[config.mk]
export PLATFORM = sky130hd
export DESIGN_NAME = usb_irq_ctrl
export DESIGN_NICKNAME = d
export VERILOG_FILES = /design/src/rtl/usb_irq_pkg.sv /design/src/rtl/usb_irq_status.sv /design/src/rtl/usb_irq_ctl.sv /design/src/rtl/usb_irq_gen.sv /design/src/rtl/usb_irq_ctrl.sv
export SDC_FILE = /design/constraint.sdc
export NUM_CORES = 1
export LEC_CHECK = 0
export BUFFER_PORTS_ARGS = -buffer_cell sky130_fd_sc_hd__buf_2
export CAP_MARGIN = 20
export CELL_PAD_IN_SITES_DETAIL_PLACEMENT = 0
export CELL_PAD_IN_SITES_GLOBAL_PLACEMENT = 1
export CORE_MARGIN = 4
export CORE_UTILIZATION = 40
export DETAILED_ROUTE_END_ITERATION = 7
export HOLD_SLACK_MARGIN = 0.02
export MAX_ROUTING_LAYER = met4
export PLACE_DENSITY_LB_ADDON = 0.1
export SLEW_MARGIN = 20
export SYNTH_ARGS = -nofsm -noshare
export SYNTH_HDL_FRONTEND = slang
export SYNTH_SLANG_ARGS = --single-unit
[constraint.sdc]
create_clock -name clk_i -period 2.8 [get_ports clk_i]
set_clock_uncertainty 0.05 [all_clocks]
set_input_delay 0.42 -clock clk_i [delete_from_list [all_inputs] [get_ports clk_i]]
set_output_delay 0.42 -clock clk_i [all_outputs]
set_load 0.02 [all_outputs]
[src/rtl/usb_irq_pkg.sv]
package usb_irq_pkg;
  localparam int unsigned REG_W  = 8;
  localparam int unsigned CTL_W  = 4;

  // status / mask bit positions
  localparam int unsigned B_SUSP  = 7;
  localparam int unsigned B_DOVR  = 6;
  localparam int unsigned B_CTR   = 5;
  localparam int unsigned B_ERR   = 4;
  localparam int unsigned B_IOVR  = 3;
  localparam int unsigned B_ESUSP = 2;
  localparam int unsigned B_RST   = 1;
  localparam int unsigned B_SOF   = 0;

  // control bit positions
  localparam int unsigned C_RESUME = 3;
  localparam int unsigned C_PDWN   = 2;
  localparam int unsigned C_FSUSP  = 1;
  localparam int unsigned C_FRES   = 0;

  localparam logic [CTL_W-1:0] CTL_RST_VAL = 4'b0110;
endpackage

[src/rtl/usb_irq_status.sv]
module usb_irq_status
  import usb_irq_pkg::*;
(
  input  logic             clk_i,
  input  logic             rst_ni,
  input  logic [REG_W-1:0] ev_set_i,
  input  logic             wr_i,
  input  logic [REG_W-1:0] wdata_i,
  output logic [REG_W-1:0] sts_o
);
  logic [REG_W-1:0] sts_q, hw_set, kept;
  logic             ovr;

  // overrun judged on the value held before this edge
  assign ovr = (ev_set_i[B_ERR] & sts_q[B_ERR]) | (ev_set_i[B_SOF] & sts_q[B_SOF]);

  always_comb begin
    hw_set         = ev_set_i;
    hw_set[B_IOVR] = ev_set_i[B_IOVR] | ovr;
    kept           = wr_i ? (sts_q & wdata_i) : sts_q;
  end

  always_ff @(posedge clk_i or negedge rst_ni) begin
    if (!rst_ni) sts_q <= '0;
    else         sts_q <= kept | hw_set;
  end

  assign sts_o = sts_q;
endmodule

[src/rtl/usb_irq_ctl.sv]
module usb_irq_ctl
  import usb_irq_pkg::*;
(
  input  logic             clk_i,
  input  logic             rst_ni,
  input  logic             wr_i,
  input  logic [CTL_W-1:0] wdata_i,
  input  logic             wake_i,     // activity qualified by suspend
  output logic [CTL_W-1:0] ctl_o,
  output logic             release_o   // force-reset being cleared this cycle
);
  logic [CTL_W-1:0] ctl_q, ctl_d;

  always_comb begin
    ctl_d = wr_i ? wdata_i : ctl_q;
    if (wake_i) ctl_d[C_FSUSP] = 1'b0;  // hardware clear wins
  end

  always_ff @(posedge clk_i or negedge rst_ni) begin
    if (!rst_ni) ctl_q <= CTL_RST_VAL;
    else         ctl_q <= ctl_d;
  end

  assign release_o = wr_i & ctl_q[C_FRES] & ~wdata_i[C_FRES];
  assign ctl_o     = ctl_q;
endmodule

[src/rtl/usb_irq_gen.sv]
module usb_irq_gen
  import usb_irq_pkg::*;
(
  input  logic             clk_i,
  input  logic             rst_ni,
  input  logic             wr_i,
  input  logic [REG_W-1:0] wdata_i,
  input  logic [REG_W-1:0] sts_i,
  input  logic             dis_i,
  output logic [REG_W-1:0] msk_o,
  output logic             irq_o,
  output logic             wake_o
);
  logic [REG_W-1:0] msk_q;
  logic [REG_W-1:0] pend;

  always_ff @(posedge clk_i or negedge rst_ni) begin
    if (!rst_ni)   msk_q <= '0;
    else if (wr_i) msk_q <= wdata_i;
  end

  assign pend   = sts_i & msk_q;
  assign irq_o  = (|pend) & ~dis_i;
  assign wake_o = pend[B_ESUSP];
  assign msk_o  = msk_q;
endmodule

[src/rtl/usb_irq_ctrl.sv]
module usb_irq_ctrl
  import usb_irq_pkg::*;
#(
  parameter int unsigned ADDR_W   = 2,
  parameter int unsigned ADDR_STS = 0,
  parameter int unsigned ADDR_MSK = 1,
  parameter int unsigned ADDR_CTL = 2
) (
  input  logic              clk_i,
  input  logic              rst_ni,
  input  logic [ADDR_W-1:0] reg_addr_i,
  input  logic              reg_we_i,
  input  logic [REG_W-1:0]  reg_wdata_i,
  output logic [REG_W-1:0]  reg_rdata_o,
  input  logic              ev_susp_i,
  input  logic              ev_dovr_i,
  input  logic              ev_ctr_i,
  input  logic              ev_err_i,
  input  logic              ev_activity_i,
  input  logic              ev_bus_rst_i,
  input  logic              ev_sof_i,
  input  logic              ev_resume_end_i,
  input  logic              cpu_irq_dis_i,
  output logic              irq_o,
  output logic              wake_o,
  output logic              resume_o,
  output logic              pdwn_o,
  output logic              fsusp_o,
  output logic              epreg_clr_o
);
  localparam logic [ADDR_W-1:0] A_STS = ADDR_W'(ADDR_STS);
  localparam logic [ADDR_W-1:0] A_MSK = ADDR_W'(ADDR_MSK);
  localparam logic [ADDR_W-1:0] A_CTL = ADDR_W'(ADDR_CTL);

  logic [REG_W-1:0] sts_q, msk_q, ev_set;
  logic [CTL_W-1:0] ctl_q;
  logic             fres_q, ev_on, wake_ev, release_pls;
  logic             wr_sts, wr_msk, wr_ctl;

  assign wr_sts = reg_we_i & (reg_addr_i == A_STS);
  assign wr_msk = reg_we_i & (reg_addr_i == A_MSK);
  assign wr_ctl = reg_we_i & (reg_addr_i == A_CTL);

  assign fres_q  = ctl_q[C_FRES];
  assign ev_on   = ~fres_q;
  assign wake_ev = ev_on & ev_activity_i & ctl_q[C_FSUSP];

  always_comb begin
    ev_set          = '0;
    ev_set[B_SUSP]  = ev_on & ev_susp_i;
    ev_set[B_DOVR]  = ev_on & ev_dovr_i;
    ev_set[B_CTR]   = ev_on & ev_ctr_i;
    ev_set[B_ERR]   = ev_on & ev_err_i;
    ev_set[B_ESUSP] = wake_ev;
    ev_set[B_RST]   = (ev_on & ev_bus_rst_i) | release_pls;
    ev_set[B_SOF]   = ev_on & (ev_sof_i | ev_resume_end_i);
  end

  usb_irq_status i_status (
    .clk_i    (clk_i),
    .rst_ni   (rst_ni),
    .ev_set_i (ev_set),
    .wr_i     (wr_sts),
    .wdata_i  (reg_wdata_i),
    .sts_o    (sts_q)
  );

  usb_irq_ctl i_ctl (
    .clk_i     (clk_i),
    .rst_ni    (rst_ni),
    .wr_i      (wr_ctl),
    .wdata_i   (reg_wdata_i[CTL_W-1:0]),
    .wake_i    (wake_ev),
    .ctl_o     (ctl_q),
    .release_o (release_pls)
  );

  usb_irq_gen i_gen (
    .clk_i   (clk_i),
    .rst_ni  (rst_ni),
    .wr_i    (wr_msk),
    .wdata_i (reg_wdata_i),
    .sts_i   (sts_q),
    .dis_i   (cpu_irq_dis_i),
    .msk_o   (msk_q),
    .irq_o   (irq_o),
    .wake_o  (wake_o)
  );

  always_comb begin
    unique case (reg_addr_i)
      A_STS:   reg_rdata_o = sts_q;
      A_MSK:   reg_rdata_o = msk_q;
      A_CTL:   reg_rdata_o = {{(REG_W-CTL_W){1'b0}}, ctl_q};
      default: reg_rdata_o = '0;
    endcase
  end

  assign resume_o    = ctl_q[C_RESUME];
  assign pdwn_o      = ctl_q[C_PDWN];
  assign fsusp_o     = ctl_q[C_FSUSP];
  assign epreg_clr_o = fres_q | ev_bus_rst_i;
endmodule

==> results.sh, run 1 <==
export IMPL_die_w_microns=59.4
export IMPL_setup_ws_ns=0.793
export IMPL_power_share_switching=0.309
export IMPL_area_growth_pct=22.9
export IMPL_clkLatencyLatePin_ns=0.30
export IMPL_worstHoldEndpoint="i_status.sts_o[6]"
export IMPL_rsz0062_at_grt="false"
export IMPL_cp_arrival_ns=1.54
export IMPL_mostFrequentLayoutCell="buf_2"
export IMPL_grt_max_degree=21
export IMPL_final_cell_mix="35 x buf_2, 18 x dfrtp_1, 11 x o21ai_0, 11 x mux2_2, 9 x mux2i_1"
export IMPL_clk_pin_slew_ns=0.12
export IMPL_finalHoldViolations=0
export IMPL_grt_overflow_total=0
export IMPL_syn_num_nets=117
export IMPL_core_rowCount=18
export IMPL_dpl_hpwl_microns=1770
export IMPL_synthesis_area_sq_um=1060
export IMPL_nFillCells=234
export IMPL_p_switching_mw=0.266
export IMPL_cp_end_kind="output pin"
export IMPL_final_max_slew_viol_count=0
export IMPL_cts_max_level=1
export IMPL_grt_pass1_vias=894
export IMPL_synth_seq_cells=20
export IMPL_cts_root_buf="clkbuf_4"
export IMPL_async_reset_ff_frac=1.00
export IMPL_criticalPathCategory="reg2out"
export IMPL_dr_pass1_iters=2
export IMPL_clockBufferDepth=2
export IMPL_maxSlewHeadroom=0.691
export IMPL_crit_path_max_fanout=4
export IMPL_timing_rr_end="i_ctl.ctl_o[0]"
export IMPL_num_io_pins=36
export IMPL_status="finished clean"
export IMPL_fin_util=0.519
export IMPL_r2r_start="i_ctl.ctl_o[0]"
export IMPL_start_util=0.422
export IMPL_core_area_sq_um=2500
export IMPL_combPwrFrac=0.262
export IMPL_yosysTopAreaCell="dfrtp_1"
export IMPL_syn_avg_cell_area_sq_um=11.1
export IMPL_hold_start="ev_dovr_i"
export IMPL_drt_initial_drc_count=27
export IMPL_vdd_ir_drop_max_mv=0.318
export IMPL_synthFlopType="dfrtp_1"
export IMPL_total_power_mw=0.862
export IMPL_dp_slack_ns=1.00
export IMPL_total_leakage_power_nw=0.617
export IMPL_finalSetupViolCount=0
export IMPL_gp_congestion=0.730
export IMPL_critPathLaunchType="register"
export IMPL_tightestPinTransition_ns=0.464
export IMPL_ys_seq_area_frac=0.476
export IMPL_multi_input_area_sq_um=500
export IMPL_die_h_microns=59.4
export IMPL_routedWlPerCell_microns=14.8
export IMPL_netlist_area_leader_share=0.427
export IMPL_cts_tree="yes"
export IMPL_crit_required_ns=2.33
export IMPL_drv_cap=0
export IMPL_seq_area_sq_um=503
export IMPL_drc_errors=0
export IMPL_cts_setup_buffers=0
export IMPL_grt_total_usage=0.160
export IMPL_cts_sinks=20
export IMPL_clkPwrFrac=0.274
export IMPL_n_antenna_cell=0
export IMPL_dieArea_sq_um=3530
export IMPL_synth_edf_count=0
export IMPL_drt_wl_total_microns=2380
export IMPL_p_seq_frac=0.464
export IMPL_detailroute_via_count=824
export IMPL_io_buffers=35
export IMPL_p_per_area_nw_per_um2=664
export IMPL_min_path_type="in2reg"
export IMPL_worstHoldPathCells=3
export IMPL_synth_cell_types=26
export IMPL_tns_ns=0
export IMPL_antenna_found_initial=0
export IMPL_fin_crit_sh=0.717
export IMPL_r2r_setup_slack_ns=1.78
export IMPL_rr_worst_depth=1
export IMPL_synthCells=95
export IMPL_via_per_inst=5.12
export IMPL_antenna_left=0
export IMPL_fmax_ghz=0.498
export IMPL_cts_buffers=3
export IMPL_fin_crit_ns=2.01
export IMPL_synth_warnings=0
export IMPL_drive_above_1_share=0.481
export IMPL_p_int_mw=0.595
export IMPL_grt_pass1_wl_microns=4100
export IMPL_synthTopCellsByArea="dfrtp_1 43%, mux2_2 12%, mux2i_1 8.5%, o21ai_2 6.6%, o21ai_0 5.2%"
export IMPL_fin_nets=154
-- critical path: stages (launching register included) --
cell and delay (ns):
dfrtp_1 0.45, a22o_1 0.25, a221oi_1 0.24, a31oi_1 0.12
buf_2 0.17
-- routing by layer --
layer | share of wire | GRT usage | wire [microns]
met3 | 0.060 | 0.0327 | 144
met2 | 0.47 | 0.253 | 1130
met5 | 0 | - | 0
met1 | 0.46 | 0.205 | 1090
met4 | 0.0080 | 0.0485 | 19
-- stage by stage --
stage               instance area [sq um]  hold slack [ns]  cells
finish                               1300            0.288    161
global route                         1300            0.276    161
CTS                                  1300            0.278    161
detailed placement                   1230            0.347    156
global placement                     1230            0.343    156
floorplan                            1060           0.0744     95
-- flip-flops by register name, indices dropped and copies added, names as in the netlist --
| signal | count |
|---|---|
| i_gen.msk_o | 8 |
| i_status.sts_o | 8 |
| i_ctl.ctl_o | 4 |
-- timing repair --
action                                  in CTS  in global routing
endpoints found under the setup margin       0                  0
hold buffers                                 1                  0
resized for setup                            0                  0
endpoints found under the hold margin       18                  0
-- cells by family (layout without fill, tap and decap cells) --
kind of cell | count (synthesis) | in the layout | synth area share
compound gates | 27 | 27 | 0.179
buf+inv | 9 | 45 | 0.0498
flops | 20 | 20 | 0.476
mux | 20 | 20 | 0.203
simple gates | 19 | 19 | 0.0924
-- synth_stat cells (all sizes together), types with 2 or more instances --
master and instances:
mux2 11, mux2i 9, inv 5, a21oi 2
buf 3, nor2 7, dfrtp 18, nand3b 2
nand2 5, o21ai 19, dfstp 2
-- how the worst max path moves through the flow --
stage	start	to	slack (ns)	cells after the start
CTS	i_status.sts_o[0]	irq_o	0.77	4
global placement	reg_addr_i[1]	reg_rdata_o[0]	1.01	5
floorplan	reg_addr_i[0]	reg_rdata_o[0]	1.19	3
detailed placement	reg_addr_i[1]	reg_rdata_o[0]	1.00	5
finish	i_status.sts_o[0]	irq_o	0.79	4
global route	i_status.sts_o[0]	irq_o	0.58	4
-- power by group through the flow --
stage | clock (mW) | sequential (mW) | combinational [mW]
CTS | 0.246 | 0.400 | 0.230
global placement | 0 | 0.404 | 0.227
finish | 0.236 | 0.400 | 0.226
detailed placement | 0 | 0.406 | 0.229
floorplan | 0 | 0.399 | 0.151
global route | 0.263 | 0.410 | 0.255
-- cell type report --
class | count | area share
Tap cell | 30 | 0.0289
Sequential cell | 20 | 0.388
Clock buffer | 3 | 0.0174
Timing Repair Buffer | 36 | 0.143
Clock inverter | 1 | 0.0231
Multi-Input combinational cell | 66 | 0.386
Inverter | 5 | 0.0145
Power figures use the tool's default switching activity.
==> inputs of run 2 (changes only) <==
ABC_AREA = 1   (was unset)
CORE_UTILIZATION = 35   (was 40)
clock period = 1.9 ns   (was 2.8 ns; I/O delays follow)
==> run 2 against run 1 <==
  * Sequential power is 37% higher
  * Cell area rose by 0.96%
  * Area after synthesis up 1.9%
  * Sequential cell count unchanged
  * Global-route usage down 0.78 points
  * Cell count rose by 26%
  * Critical endpoint unchanged
==> results.sh, run 2 <==
export IMPL_fin_nets=195
export IMPL_maxSlewHeadroom=0.684
export IMPL_setup_ws_ns=0.348
export IMPL_nFillCells=317
export IMPL_core_area_sq_um=2850
export IMPL_crit_required_ns=1.56
export IMPL_path_buf_inv=1
export IMPL_cp_cell_sequence="nand2_1 > nand2_1 > nor2_1 > a21oi_1 > buf_2"
export IMPL_ys_seq_area_frac=0.467
export IMPL_total_leakage_power_nw=0.702
export IMPL_synthFlopType="dfrtp_1"
export IMPL_fin_crit_ns=1.55
export IMPL_synth_warnings=0
export IMPL_syn_num_nets=156
export IMPL_start_util=0.377
export IMPL_status="finished clean"
export IMPL_synth_edf_count=0
export IMPL_drt_initial_drc_count=42
export IMPL_hold_buffers=1
export IMPL_tns_ns=0
export IMPL_mostFrequentLayoutCell="nand2_1"
export IMPL_final_max_slew_viol_count=0
export IMPL_path_delay_family="flip-flops"
export IMPL_dieArea_sq_um=4030
export IMPL_p_per_area_nw_per_um2=864
export IMPL_cts_sinks=20
export IMPL_tightestPinTransition_ns=0.474
export IMPL_antenna_found_initial=0
export IMPL_synth_common_cells="52 x nand2_1, 18 x dfrtp_1, 16 x nand3_1"
export IMPL_crit_path_max_fanout=4
export IMPL_synth_seq_cells=20
export IMPL_final_area_sq_um=1310
export IMPL_cts_resized=0
export IMPL_grt_pass1_wl_microns=4710
export IMPL_critPathLaunchType="register"
export IMPL_antenna_left=0
export IMPL_clockBufferDepth=2
export IMPL_max_stage_delay_ns=0.43
export IMPL_synthCells=134
export IMPL_cp_end_kind="output pin"
export IMPL_netlist_area_leader_share=0.419
export IMPL_area_growth_pct=21.7
export IMPL_grt_total_usage=0.152
export IMPL_r2r_setup_slack_ns=0.83
export IMPL_min_path_type="in2reg"
export IMPL_fmax_ghz=0.645
export IMPL_syn_avg_cell_area_sq_um=8.03
export IMPL_grt_pass1_vias=1055
export IMPL_yosysMostFrequentCell="nand2_1"
export IMPL_dpl_instance_area_sq_um=1260
export IMPL_grt_overflow_total=0
export IMPL_grt_max_degree=21
export IMPL_drt_wl_total_microns=2660
export IMPL_via_per_inst=4.90
export IMPL_die_w_microns=63.4
export IMPL_die_h_microns=63.4
export IMPL_final_cell_mix="52 x nand2_1, 35 x buf_2, 18 x dfrtp_1"
export IMPL_dp_slack_ns=0.431
export IMPL_crit_top_cell="nand2_1"
export IMPL_io_buffers=35
export IMPL_clkLatencyLatePin_ns=0.31
export IMPL_dpl_hpwl_microns=2010
export IMPL_synth_cell_types=20
export IMPL_cts_max_level=1
export IMPL_drc_errors=0
export IMPL_drv_cap=0
export IMPL_dr_pass1_iters=4
export IMPL_vdd_ir_drop_max_mv=0.316
export IMPL_detailroute_via_count=994
export IMPL_cts_root_buf="clkbuf_4"
export IMPL_rsz0062_at_grt="false"
export IMPL_synthesis_area_sq_um=1080
export IMPL_yosysTopAreaCell="dfrtp_1"
export IMPL_cts_buffers=3
export IMPL_finalSetupViolCount=0
export IMPL_fin_crit_sh=0.817
export IMPL_core_rowCount=19
export IMPL_finalHoldViolations=0
export IMPL_criticalPathCategory="reg2out"
export IMPL_drive_above_1_share=0.343
export IMPL_clk_pin_slew_ns=0.13
export IMPL_cts_setup_buffers=0
export IMPL_fin_util=0.459
export IMPL_gp_congestion=0.825
export IMPL_synthTopCellsByArea="dfrtp_1 42%, nand2_1 18%, nand3_1 7.4%, dfstp_2 4.9%, o21ai_2 4.9%"
export IMPL_async_reset_ff_frac=1.00
export IMPL_num_io_pins=36
export IMPL_cts_tree="yes"
export IMPL_slowest_stage="dfrtp_1"
export IMPL_cp_arrival_ns=1.22
export IMPL_routedWlPerCell_microns=13.1
export IMPL_n_antenna_cell=0
run 2: power breakdown:
group / leakage, nW / internal (mW) / switching [mW]
logic: 0.458 / 0.126 / 0.204
registers: 0.223 / 0.496 / 0.0510
clock network: 0.0210 / 0.117 / 0.139
run 2: logic make-up after synthesis:
group	count (synthesis)	synth area share
simple gates	80	0.330
flops	20	0.467
compound gates	19	0.126
buf+inv	15	0.0767
run 2: stage by stage:
stage	std cells	hold slack [ns]	total power, mW
floorplan	134	-0.0606	0.768
global placement	198	0.224	0.883
detailed placement	198	0.220	0.890
CTS	203	0.122	1.15
global route	203	0.120	1.22
finish	203	0.130	1.13
run 2: area by class of cell:
class | instances | area (sq um) | share of cell area
inverters | 11 | 41.3 | 0.0315
clock buffers | 4 | 36.3 | 0.0277
repair buffers | 38 | 200 | 0.153
multi-input cells | 99 | 490 | 0.374
well taps | 31 | 38.8 | 0.0296
flip-flops and latches | 20 | 503 | 0.384
run 2: path summary, 6_finish.rpt:
path,startpoint,to,depth (start not counted)
max,i_status.sts_o[0],irq_o,5
min,ev_ctr_i,i_status.sts_o[5],3
max reg2reg,i_ctl.ctl_o[0],i_ctl.ctl_o[1],5
min reg2reg,i_ctl.ctl_o[2],i_ctl.ctl_o[2],2
max in group asynchronous,rst_ni,i_ctl.ctl_o[1],2
min in group asynchronous,rst_ni,i_status.sts_o[2],2
run 2: worst register-to-register path, stage by stage (launching register included):
cell and delay, ns:
dfrtp_1 0.41, clkinv_1 0.11, buf_4 0.18, nand3_1 0.12
nand3_1 0.09, nand2_1 0.07
run 2: layer usage:
metal	up-vias	GRT usage	wire length [microns]
met3	6	0.0249	125
met5	-	-	0
met4	0	0.0566	50
met1	455	0.194	1310
li1	507	-	-
met2	26	0.243	1180
==> inputs of run 3 (changes only) <==
ABC_AREA = 0   (was 1)
CORE_UTILIZATION = 33   (was 35)
clock period = 1.3 ns   (was 1.9 ns; I/O delays follow)
==> run 3 against run 2 <==
  * Cell count grew 0.99%
  * Non-clock buffer count grew 28
  * Worst hold slack lost 0.078 ns
  * Clock power grew 22%
  * Critical path type unchanged
  * Core utilization grew 6.6 points
  * Sequential cell count is the same
  * The flow now finishes with violations (negative setup slack)
  * Die area grew 3.6%
  * Wire length grew 4.1%
==> results.sh, run 3 (same netlist as run 1, synthesis figures left out) <==
export IMPL_grt_pass1_wl_microns=4700
export IMPL_criticalPathCategory="reg2out"
export IMPL_dpl_instance_area_sq_um=1390
export IMPL_via_per_inst=4.62
export IMPL_critPathLaunchType="register"
export IMPL_fin_nets=184
export IMPL_multi_input_area_sq_um=522
export IMPL_combPwrFrac=0.418
export IMPL_drive_above_1_share=0.602
export IMPL_antenna_left=0
export IMPL_grt_total_usage=0.151
export IMPL_p_seq_frac=0.424
export IMPL_drc_errors=0
export IMPL_holdWs_ns=0.0514
export IMPL_seq_area_sq_um=504
export IMPL_detailroute_via_count=948
export IMPL_routedWlPerCell_microns=13.5
export IMPL_crit_required_ns=1.05
export IMPL_tns_ns=-1.34
export IMPL_p_int_mw=1.33
export IMPL_dp_cells=188
export IMPL_grt_max_degree=21
export IMPL_dp_slack_ns=-0.148
export IMPL_num_io_pins=36
export IMPL_drt_wl_total_microns=2770
export IMPL_cts_root_buf="clkbuf_4"
export IMPL_setup_ws_ns=-0.396
export IMPL_cts_sinks=20
export IMPL_clockBufferDepth=2
export IMPL_mostFrequentLayoutCell="buf_4"
export IMPL_final_cells=205
export IMPL_n_antenna_cell=0
export IMPL_final_max_slew_viol_count=0
export IMPL_area_growth_pct=51.9
export IMPL_nFillCells=301
export IMPL_fin_crit_ns=1.70
export IMPL_maxSlewHeadroom=0.702
export IMPL_grt_pass1_vias=924
export IMPL_grt_overflow_total=0
export IMPL_fin_util=0.525
export IMPL_dr_pass1_iters=4
export IMPL_final_area_sq_um=1600
export IMPL_power_share_switching=0.326
export IMPL_dpl_hpwl_microns=2060
export IMPL_total_power_mw=1.98
export IMPL_start_util=0.346
export IMPL_clkPwrFrac=0.158
export IMPL_cts_buffers=3
export IMPL_min_path_type="in2reg"
export IMPL_tightestPinTransition_ns=0.448
export IMPL_io_buffers=35
export IMPL_die_w_microns=64.6
export IMPL_finalSetupViolCount=10
export IMPL_cts_tree="yes"
export IMPL_core_area_sq_um=3050
export IMPL_p_per_area_nw_per_um2=1230
export IMPL_vdd_ir_drop_max_mv=0.557
export IMPL_crit_path_max_fanout=2
export IMPL_final_cell_mix="32 x buf_4, 23 x buf_2, 17 x dfrtp_1"
export IMPL_cts_max_level=1
export IMPL_dieArea_sq_um=4170
export IMPL_antenna_found_initial=0
export IMPL_p_switching_mw=0.645
export IMPL_violations="negative setup slack"
export IMPL_clk_pin_slew_ns=0.12
export IMPL_die_h_microns=64.6
export IMPL_drt_initial_drc_count=21
export IMPL_cp_arrival_ns=1.45
export IMPL_rsz0062_at_grt="true"
export IMPL_core_rowCount=20
export IMPL_finalHoldViolations=0
export IMPL_fin_crit_sh=1.30
export IMPL_gp_congestion=0.750
export IMPL_total_leakage_power_nw=0.766
export IMPL_drv_cap=0
export IMPL_status="finished with violations"
export IMPL_clkLatencyLatePin_ns=0.30
export IMPL_cp_end_kind="output pin"
export IMPL_fmax_ghz=0.589
-- run 3: cell types whose count changed in the layout (fill, tap and decap cells not counted), sizes merged, moves of 2 or more --
cell / before / now
a22o: 4 / 1
buf: 37 / 65
inv: 10 / 5
mux2: 0 / 11
mux2i: 0 / 9
nand2: 56 / 5
nand3: 16 / 0
nand3b: 0 / 2
o21ai: 13 / 19
-- run 3: per-layer routing --
layer	part of all wire	vias up	global-route usage
li1	-	470	-
met1	0.48	453	0.204
met2	0.46	23	0.227
met3	0.049	2	0.0312
met4	0.0054	0	0.0475
met5	0	-	-
-- run 3: path summary, 6_finish.rpt --
check	depth (start not counted)	from	endpoint	slack, ns
worst max-delay path	4	i_gen.msk_o[0]	irq_o	-0.40
worst min-delay path	3	ev_dovr_i	i_status.sts_o[6]	0.05
worst max register to register	4	i_status.sts_o[4]	i_status.sts_o[3]	0.23
worst min register to register	2	i_status.sts_o[1]	i_status.sts_o[1]	0.49
max in group asynchronous	2	rst_ni	i_ctl.ctl_o[1]	0.54
min in group asynchronous	2	rst_ni	i_status.sts_o[5]	0.30
-- run 3: area by class of cell --
type / count / area share
clock buffers: 4 / 0.0164
inverters: 5 / 0.0117
multi-input cells: 66 / 0.325
flip-flops and latches: 20 / 0.314
well taps: 44 / 0.0343
repair buffers: 66 / 0.298
-- run 3: power groups by stage --
stage,logic (mW),registers (mW),clock network (mW)
floorplan,0.330,0.859,0
finish,0.826,0.838,0.312
global placement,0.620,0.839,0
CTS,0.760,0.830,0.322
detailed placement,0.623,0.845,0
global route,0.896,0.856,0.363
-- run 3: critical path: stages, from the launching register on --
cell	delay [ns]
dfrtp_1	0.40
a22o_1	0.24
a221oi_2	0.21
a31oi_2	0.12
buf_4	0.17
-- run 3: timing repair --
item | CTS | global route
hold buffers | 1 | 0
endpoints found under the setup margin | 10 | 13
buffers inserted | 8 | 6
cloned | 0 | 0
resized for setup | 23 | 9
hold endpoints to repair | 18 | 0
pin swaps | 4 | 5
